==> config.mk <==
export PLATFORM = sky130hd
export DESIGN_NAME = tx_dual_serializer
export DESIGN_NICKNAME = d
export VERILOG_FILES = /design/src/rtl/tx_ser_pkg.sv /design/src/rtl/tx_ser_phase.sv /design/src/rtl/tx_ser_shift.sv /design/src/rtl/tx_ser_coder.sv /design/src/rtl/tx_dual_serializer.sv
export SDC_FILE = /design/constraint.sdc
export NUM_CORES = 1
export LEC_CHECK = 0
export ABC_AREA = 1
export BUFFER_PORTS_ARGS = -buffer_cell sky130_fd_sc_hd__clkbuf_2
export CAP_MARGIN = 20
export CORE_MARGIN = 2
export CORE_UTILIZATION = 44
export DETAILED_ROUTE_END_ITERATION = 7
export GPL_ROUTABILITY_DRIVEN = 0
export GPL_TIMING_DRIVEN = 0
export MAX_ROUTING_LAYER = met4
export PLACE_DENSITY = 0.75
export SLEW_MARGIN = 20
export SYNTH_ARGS = -nofsm -noshare
export SYNTH_HDL_FRONTEND = slang
export SYNTH_HIERARCHICAL = 1
export SYNTH_SLANG_ARGS = --single-unit
export TNS_END_PERCENT = 5
==> constraint.sdc <==
create_clock -name clk_bit -period 1.6 [get_ports clk_bit]
set_clock_uncertainty 0.1 [all_clocks]
set_input_delay 0.24 -clock clk_bit [delete_from_list [all_inputs] [get_ports clk_bit]]
set_output_delay 0.24 -clock clk_bit [all_outputs]
set_load 0.02 [all_outputs]
==> src/rtl/tx_ser_pkg.sv <==
package tx_ser_pkg;

   // Signed two-bit line level, two's complement
   typedef logic signed [1:0] line_lvl_t;

   localparam line_lvl_t LVL_ZERO = 2'sb00;
   localparam line_lvl_t LVL_POS  = 2'sb01;
   localparam line_lvl_t LVL_NEG  = 2'sb11;

   // Position in the four-step MLT-3 cycle
   typedef enum logic [1:0] {
      MLT_ZA = 2'd0,
      MLT_HI = 2'd1,
      MLT_ZB = 2'd2,
      MLT_LO = 2'd3
   } mlt_step_e;

   function automatic line_lvl_t mlt_level(input mlt_step_e s);
      case (s)
         MLT_HI:  return LVL_POS;
         MLT_LO:  return LVL_NEG;
         default: return LVL_ZERO;
      endcase
   endfunction

   function automatic mlt_step_e mlt_advance(input mlt_step_e s);
      case (s)
         MLT_ZA:  return MLT_HI;
         MLT_HI:  return MLT_ZB;
         MLT_ZB:  return MLT_LO;
         default: return MLT_ZA;
      endcase
   endfunction

endpackage

==> src/rtl/tx_ser_phase.sv <==
module tx_ser_phase #(
   parameter int GROUP_W = 5
) (
   input  logic clk,
   input  logic rst_n,
   output logic load
);
   localparam int CW = (GROUP_W > 1) ? $clog2(GROUP_W) : 1;
   localparam logic [CW-1:0] LAST = CW'(GROUP_W - 1);

   logic [CW-1:0] cnt_q;

   assign load = (cnt_q == LAST);

   always_ff @(posedge clk or negedge rst_n) begin
      if (!rst_n) begin
         cnt_q <= LAST;
      end else if (load) begin
         cnt_q <= '0;
      end else begin
         cnt_q <= cnt_q + 1'b1;
      end
   end


   load_gap_chk: assert property (@(posedge clk) disable iff (!rst_n)
      load |=> !load);

endmodule

==> src/rtl/tx_ser_shift.sv <==
module tx_ser_shift #(
   parameter int GROUP_W   = 5,
   parameter bit MSB_FIRST = 1'b1
) (
   input  logic               clk,
   input  logic               rst_n,
   input  logic               load,
   input  logic [GROUP_W-1:0] grp_in,
   output logic               bit_nx
);
   localparam int RW = GROUP_W - 1;

   logic [RW-1:0] rest_q;

   generate
      if (MSB_FIRST) begin : g_msb
         always_ff @(posedge clk or negedge rst_n) begin
            if (!rst_n) begin
               rest_q <= '0;
            end else if (load) begin
               rest_q <= grp_in[GROUP_W-2:0];
            end else begin
               rest_q <= rest_q << 1;
            end
         end
         assign bit_nx = load ? grp_in[GROUP_W-1] : rest_q[RW-1];
      end else begin : g_lsb
         always_ff @(posedge clk or negedge rst_n) begin
            if (!rst_n) begin
               rest_q <= '0;
            end else if (load) begin
               rest_q <= grp_in[GROUP_W-1:1];
            end else begin
               rest_q <= rest_q >> 1;
            end
         end
         assign bit_nx = load ? grp_in[0] : rest_q[0];
      end
   endgenerate

endmodule

==> src/rtl/tx_ser_coder.sv <==
module tx_ser_coder
   import tx_ser_pkg::*;
(
   input  logic      clk,
   input  logic      rst_n,
   input  logic      load,
   input  logic      port_tp,
   input  logic      tx_off,
   input  logic      loop_en,
   input  logic      bit_nx,
   output line_lvl_t tp_lvl,
   output logic      fib_lvl,
   output line_lvl_t lb_lvl
);
   logic      port_q;
   logic      port_nx;
   mlt_step_e st_q, st_d;
   logic      nrz_q, nrz_d;
   line_lvl_t lb_d;

   // Port choice is only taken at a group boundary
   assign port_nx = load ? port_tp : port_q;

   always_comb begin
      st_d  = st_q;
      nrz_d = nrz_q;
      if (tx_off) begin
         st_d  = MLT_ZA;
         nrz_d = 1'b0;
      end else if (port_nx) begin
         nrz_d = 1'b0;
         if (bit_nx) st_d = mlt_advance(st_q);
      end else begin
         st_d = MLT_ZA;
         if (bit_nx) nrz_d = ~nrz_q;
      end
   end

   always_comb begin
      if (!loop_en)     lb_d = LVL_ZERO;
      else if (port_nx) lb_d = mlt_level(st_d);
      else              lb_d = nrz_d ? LVL_POS : LVL_ZERO;
   end

   always_ff @(posedge clk or negedge rst_n) begin
      if (!rst_n) begin
         port_q <= 1'b0;
         st_q   <= MLT_ZA;
         nrz_q  <= 1'b0;
         lb_lvl <= LVL_ZERO;
      end else begin
         port_q <= port_nx;
         st_q   <= st_d;
         nrz_q  <= nrz_d;
         lb_lvl <= lb_d;
      end
   end

   assign tp_lvl  = mlt_level(st_q);
   assign fib_lvl = nrz_q;


   quiet_after_off_chk: assert property (@(posedge clk) disable iff (!rst_n)
      tx_off |=> (tp_lvl == LVL_ZERO && !fib_lvl));


   nrzi_toggle_chk: assert property (@(posedge clk) disable iff (!rst_n)
      (!tx_off && !port_nx && bit_nx) |=> (fib_lvl != $past(fib_lvl)));


   mlt_hold_chk: assert property (@(posedge clk) disable iff (!rst_n)
      (!tx_off && port_nx && !bit_nx) |=> $stable(tp_lvl));


   mlt_range_chk: assert property (@(posedge clk) disable iff (!rst_n)
      tp_lvl != 2'sb10);


   port_hold_chk: assert property (@(posedge clk) disable iff (!rst_n)
      !load |=> $stable(port_q));


   fib_idle_chk: assert property (@(posedge clk) disable iff (!rst_n)
      port_nx |=> !fib_lvl);


   tp_idle_chk: assert property (@(posedge clk) disable iff (!rst_n)
      !port_nx |=> (tp_lvl == LVL_ZERO));


   loop_quiet_chk: assert property (@(posedge clk) disable iff (!rst_n)
      !loop_en |=> (lb_lvl == LVL_ZERO));

endmodule

==> src/rtl/tx_dual_serializer.sv <==
module tx_dual_serializer
   import tx_ser_pkg::*;
#(
   parameter int GROUP_W   = 5,
   parameter bit MSB_FIRST = 1'b1
) (
   input  logic               clk_bit,
   input  logic               rst_n,
   input  logic [GROUP_W-1:0] tx_group,
   input  logic               port_tp,
   input  logic               tx_off,
   input  logic               loop_en,
   output logic               grp_take,
   output logic [1:0]         tp_level,
   output logic               fib_level,
   output logic [1:0]         lb_level
);
   generate
      if (GROUP_W < 2 || GROUP_W > 16) begin : g_bad_width
         $error("tx_dual_serializer: GROUP_W must lie in 2..16");
      end
   endgenerate

   logic      load;
   logic      bit_nx;
   line_lvl_t tp_s;
   line_lvl_t lb_s;

   tx_ser_phase #(.GROUP_W(GROUP_W)) u_phase (
      .clk   (clk_bit),
      .rst_n (rst_n),
      .load  (load)
   );

   tx_ser_shift #(.GROUP_W(GROUP_W), .MSB_FIRST(MSB_FIRST)) u_shift (
      .clk    (clk_bit),
      .rst_n  (rst_n),
      .load   (load),
      .grp_in (tx_group),
      .bit_nx (bit_nx)
   );

   tx_ser_coder u_coder (
      .clk     (clk_bit),
      .rst_n   (rst_n),
      .load    (load),
      .port_tp (port_tp),
      .tx_off  (tx_off),
      .loop_en (loop_en),
      .bit_nx  (bit_nx),
      .tp_lvl  (tp_s),
      .fib_lvl (fib_level),
      .lb_lvl  (lb_s)
   );

   assign grp_take = load;
   assign tp_level = tp_s;
   assign lb_level = lb_s;


   loop_mirror_chk: assert property (@(posedge clk_bit) disable iff (!rst_n)
      (loop_en && port_tp && load) |=> (lb_level == tp_level));

endmodule

Word level (Yosys, flattened, before mapping)
Index checks and enable logic that the tools add are counted.

Add/subtract/negate cells: 1. Eq/ne operators: 6. Multiplexer cells: 16. Bitwise logic cells: 1. Reduce and logical (&&, ||, !) cells: 1.

Operators with widths (count): $mux 2 (5); $pmux 2 s2 (2); $eq 2x2->1 const B (3); $mux 1 (6); $pmux 2 s3 (1); $eq 2x1->1 const B (2); $mux 4 (1); $add 3x1->3 const B (1); $eq 3x3->1 const B (1); $mux 3 (1); $logic_not 2->1 (1); $not 1->1 (1).

Flip-flop bits (word level): 13. Bits of input ports: 10. Output and inout bits: 6. Word-level logic and storage cells: 31.

Depth between registers and ports, before layout
Depth after elaboration: 9. Depth in mapped cells: 13. Gate-level depth less buffers: 13.

Hierarchy
The synthesis kept the hierarchy.

Modules (own cells, without submodules): tx_ser_coder (times used 1, cells each 41, area an instance 342.8 um^2, sequential area each 150.1 um^2); tx_ser_shift (times used 1, cells each 19, area an instance 156.4 um^2, sequential area each 100.1 um^2); tx_ser_phase (times used 1, cells each 14, area an instance 142.6 um^2, sequential area each 76.3 um^2).

Least setup slack after synthesis
OpenSTA, ideal clock, no wires.

Path kind: register to register. Start point: register u_phase.cnt_q[0]. End point: register u_coder.lb_lvl[0]. Library setup time: 0.073 ns. Data arrival time: 1.447 ns. Data required time: 1.427 ns. Slack: -0.020 ns. Stages on the path, launching flop included: 13. Buffers on the path: 0. Clock period less this slack: 1.620 ns. Path through: dfrtp_1 > inv_1 > ha_1 > nand2_2 > inv_2 > inv_2 > nand2_1 > nand2_1 > nand2_1 > inv_1 > nor2_1 > nand3_1 > a21oi_2.

Word-level cells in the longest chain between the ends: 9. Elaborated cells on any way between the ends: 15. Classes of those cells: eq/ne: 3; mux: 12.

Ends and longest elaborated chain: start, declared (RTL line tx_ser_phase.sv:11) `logic [CW-1:0] cnt_q;`; start signal, assigned (RTL line tx_ser_phase.sv:21) `cnt_q <= cnt_q + 1'b1;`; $eq 3x3->1 * (RTL line tx_ser_phase.sv:13) `assign load = (cnt_q == LAST);`; named net grp_take (RTL line tx_dual_serializer.sv:13) `output logic grp_take,`; $mux 1 * (RTL line tx_ser_shift.sv:26) `assign bit_nx = load ? grp_in[GROUP_W-1] : rest_q[RW-1];`; named net bit_nx (RTL line tx_dual_serializer.sv:25) `logic bit_nx;`; $mux 2 (RTL line tx_ser_coder.sv:32) `if (bit_nx) st_d = mlt_advance(st_q);`; $mux 2 (RTL line tx_ser_coder.sv:30) `end else if (port_nx) begin`; $mux 2 (RTL line tx_ser_coder.sv:27) `if (tx_off) begin`; $eq 2x2->1 / $eq 2x1->1 (equally long branches) (RTL line tx_ser_pkg.sv:19) `case (s)`; $pmux 2 s2 (RTL line tx_ser_pkg.sv:19); $mux 2 * (RTL line tx_ser_coder.sv:41) `else if (port_nx) lb_d = mlt_level(st_d);`; $mux 2 * (RTL line tx_ser_coder.sv:40) `if (!loop_en) lb_d = LVL_ZERO;`; named net u_coder.lb_d[0] (RTL line tx_ser_coder.sv:19) `line_lvl_t lb_d;`; end signal, assigned (RTL line tx_ser_coder.sv:55) `lb_lvl <= lb_d;`; end, declared (RTL line tx_ser_coder.sv:13) `output line_lvl_t lb_lvl`.

Mark *: on every way through the listed nets, which the timed path passes. The rest lies on a longest branch.

Worst setup path after layout
Start point: register u_coder.st_q[0]. End point: output port tp_level[0].

Word-level cells in the longest chain between the ends: 2. Elaborated cells on any way between the ends: 3. Classes of those cells: eq/ne: 2; mux: 1.

Ends and longest elaborated chain: start, declared (RTL line tx_ser_coder.sv:17) `mlt_step_e st_q, st_d;`; start signal, assigned (RTL line tx_ser_coder.sv:53) `st_q <= st_d;`; $eq 2x2->1 / $eq 2x1->1 (equally long branches) (RTL line tx_ser_pkg.sv:19); $pmux 2 s2 * (RTL line tx_ser_pkg.sv:19); end, declared (RTL line tx_dual_serializer.sv:14) `output logic [1:0] tp_level,`.

Mark *: on every way between the ends. The rest lies on a longest branch, timed or not.

==> implementation parameters <==
Parameter                              Value

Setup path
  Master of the slowest instance on the critical path ... dfrtp_1
  Data required time at the worst endpoint ... 1.26 ns
  R2R cell count ... 12
  Reg-to-reg setup timing slack ... 0.03 ns
  Capturing element type of the critical path ... output port
  Critical Path AT ... 1.30 ns
  Nature of the critical path startpoint ... register
  Sequence of cells on the critical path ... ha_2 -> or2_4 -> buf_8
  Critical Path Fanout Max ... 3
  Class of the most critical setup path ... register to output port
  Reg-to-reg critical path endpoint ... u_coder/lb_lvl[0]$_DFF_PN0_
  Delay of the slowest critical-path stage ... 0.45 ns
  Reg-to-reg critical path startpoint ... u_phase/cnt_q[0]$_DFF_PN0_

Die
  Overall die area ... 1780 sq um
  Num ports ... 16
  Placement row count ... 13
  Vert. Die Dim ... 42.2 um
  Initial core utilization ... 48.1%
  Core area ... 1330 sq um
  Die boundary width ... 42.2 um

Routing
  Number of vias per cell after detailed routing ... 4.59
  Number of DRC violations after detailed-routing iteration 0 ... 5
  ANT nets after route ... 0
  Detailed-routing iteration count for the pre-antenna-repair pass ... 4
  DRC errors left ... 0
  Post-Route WL ... 1.34 mm
  Final routed wire length divided by cell count ... 11.5 um
  Total number of vias ... 537

Status
  Outcome ... finished, violations left
  Violations in the final reports ... negative setup slack

Hold path
  Worst hold path depth ... 3
  Worst hold path startpoint ... tx_group[0]
  Type of the most critical hold path ... input pin to register
  End point of the most critical hold path ... u_shift/rest_q[0]$_DFF_PN0_

STA
  Count of final setup violators ... 1
  Unrepaired setup endpoints after global routing ... true
  Share of the clock period used by the worst path ... 102%
  Tightest Pin Transition ... 0.321 ns
  Post-route minimum period ... 1.64 ns
  Final hold violation count ... 0
  Fmax ... 611 MHz
  Slew Limit Fails ... 0
  Slew margin rel. ... 78.6%
  Minimum setup slack in the final design ... -0.0368 ns

Run
  Max Cap Violations ... 0

GRT
  Largest net degree at the start of global routing ... 14
  Total routing usage reported by global routing ... 16.8%
  Number of global-route vias before repair ... 535
  Wire length of the first global-routing pass ... 2.13 mm
  Overflow left after global routing ... 0
  Antenna violations before repair ... 0

Pwr
  Ratio of total power to cell area ... 683 nW/um^2
  Final Total Pwr ... 0.000634 W
  Reported leakage power ... 0.548 nW
  VDD IR max ... 477 uV

Clocking
  Root buffer cell ... clkbuf_4
  Clock-pin slew reported for the worst setup and hold paths after clock tree synthesis ... 0.08 ns
  Sinks on Clock Net ... 13
  CTS tree ... done
  Max Root-Sink Buffers ... 2
  Number of buffers created by CTS ... 3
  CTS H-tree lvls ... 1
  Clock insertion delay at the later pin of the skew report ... 0.28 ns

Placed design
  Buffers on Ports ... 15
  Placed wire-length estimate ... 822 um
  Worst slack after detailed placement ... -0.0964 ns
  Placed cells ... 104

Finish
  Share of cells above drive strength 1 ... 48.0%
  # nets final ... 119
  Area growth syn-to-layout ... 44.6%
  Non-filler cells in the finished layout ... 117
  Diode count ... 0
  Post-layout util ... 69.6%

Yosys
  Combined area of all synthesized cells ... 642 sq um
  Syn nets ... 90
  Mean area per synthesized cell ... 8.67 sq um
  Netlist cell types ... 16
  Sequential fraction of the synthesis area ... 50.9%
  Count of warnings emitted by yosys ... 6
  Post-Synthesis Cells ... 74
  #FFs+latches synth ... 13
==> cells in the final DEF (no fill, tap or decap), drive strengths merged <==
master	instances
a21oi	1
buf	10
clkbuf	16
clkinv	1
dfrtp	12
dfstp	1
dlygate4sd3	1
ha	6
inv	16
nand2	22
nand3	3
nor2	9
o21ai	3
or2	1
==> per-stage QoR <==
| stage | area, sq um | setup TNS [ns] | hold slack, ns |
|---|---|---|---|
| 6_report | 928 | -0.0368 | 0.0379 |
| 5_1_grt | 928 | -0.285 | 0.0311 |
| 4_1_cts | 850 | -0.0206 | 0.0311 |
| 3_5_place_dp | 738 | -0.261 | 0.0513 |
| 3_3_place_gp | 738 | -0.107 | 0.0471 |
| 2_1_floorplan | 644 | 0 | -0.156 |
==> cell usage after synthesis <==
library cell  instances  area [sq um]
inv_1                14          52.6
nor2_2                2          12.5
nor2_1                7          26.3
a21oi_2               1          8.76
o21ai_0               1          5.00
o21ai_2               1          8.76
nand3_1               2          10.0
o21ai_1               1          5.00
dfstp_2               1          26.3
inv_2                 2          7.51
or2_2                 1          6.26
dfrtp_1              12           300
nand3_2               1          10.0
nand2_2               2          12.5
ha_1                  6          75.1
nand2_1              20          75.1
==> report_power, final <==
group	switching (W)	leakage (nW)	internal (W)
Clock	0.000113	0.0177	0.0000927
Combinational	0.0000486	0.356	0.0000401
Sequential	0.00000465	0.175	0.000335
Total	0.000167	0.548	0.000468
==> critical path, delay by kind of cell (launching register included) <==
kind                     cells  cell delay, ns
AND/OR/NAND/NOR              1            0.23
buffers and inverters        1            0.13
adder cells (fa/ha/maj)      1            0.21
flip-flops                   1            0.45
==> worst max path at each step <==
stage	startpoint	endpoint	slack, ns	depth (start not counted)
final	u_coder/st_q[0]$_DFF_PN0_	tp_level[0]	-0.04	3
after CTS	u_coder/st_q[1]$_DFF_PN0_	tp_level[0]	-0.02	4
after floorplan	u_phase/cnt_q[0]$_DFF_PN0_	u_coder/lb_lvl[0]$_DFF_PN0_	0.05	12
after global placement	u_phase/cnt_q[0]$_DFF_PN0_	u_coder/lb_lvl[0]$_DFF_PN0_	-0.05	12
after detailed placement	u_phase/cnt_q[0]$_DFF_PN0_	u_coder/lb_lvl[0]$_DFF_PN0_	-0.1	12
after global routing	u_phase/cnt_q[1]$_DFF_PN0_	u_coder/lb_lvl[0]$_DFF_PN0_	-0.09	12
==> sequential cells by signal, summed over array words and instances, names as in the netlist <==
register / flops
u_shift/rest_q: 4
u_coder/fib_lvl: 1
u_coder/port_q: 1
u_coder/st_q: 2
u_phase/cnt_q: 3
u_coder/lb_lvl: 2
==> what timing repair did <==
action	4_1_cts	5_1_grt
gates resized for setup	9	18
endpoints found under the hold margin	12	0
setup endpoints to repair	7	7
pin swaps	2	8
buffers inserted	7	1
hold buffers	1	0
==> cell families (layout without fill, tap and decap cells) <==
family / after synthesis / in the layout / synth area share, %
simple gates: 35 / 35 / 23.8
buf+inv: 16 / 44 / 9.36
flops: 13 / 13 / 50.9
fa+ha+maj: 6 / 6 / 11.7
compound gates: 4 / 4 / 4.29
==> final cells by class <==
cell class              instances  area [sq um]
clock buffers                   3          22.5
clock inverters                 1          5.00
fillers                        97           405
well taps                      15          18.8
inverters                      16          72.6
flip-flops and latches         13           327
repair buffers                 24           161
multi-input cells              45           322
==> layer usage <==
layer  GRT usage (%)  wire, um  vias to the layer above  share of wire (%)
met5               -         0                        -                  0
met4            12.5        52                        0                3.9
met3            4.31        77                        8                5.7
met2            24.3       656                       22                 49
met1            19.9       554                      232                 41
li1                -         -                      275                  -
No activity file was read; power rests on OpenSTA's default activity.
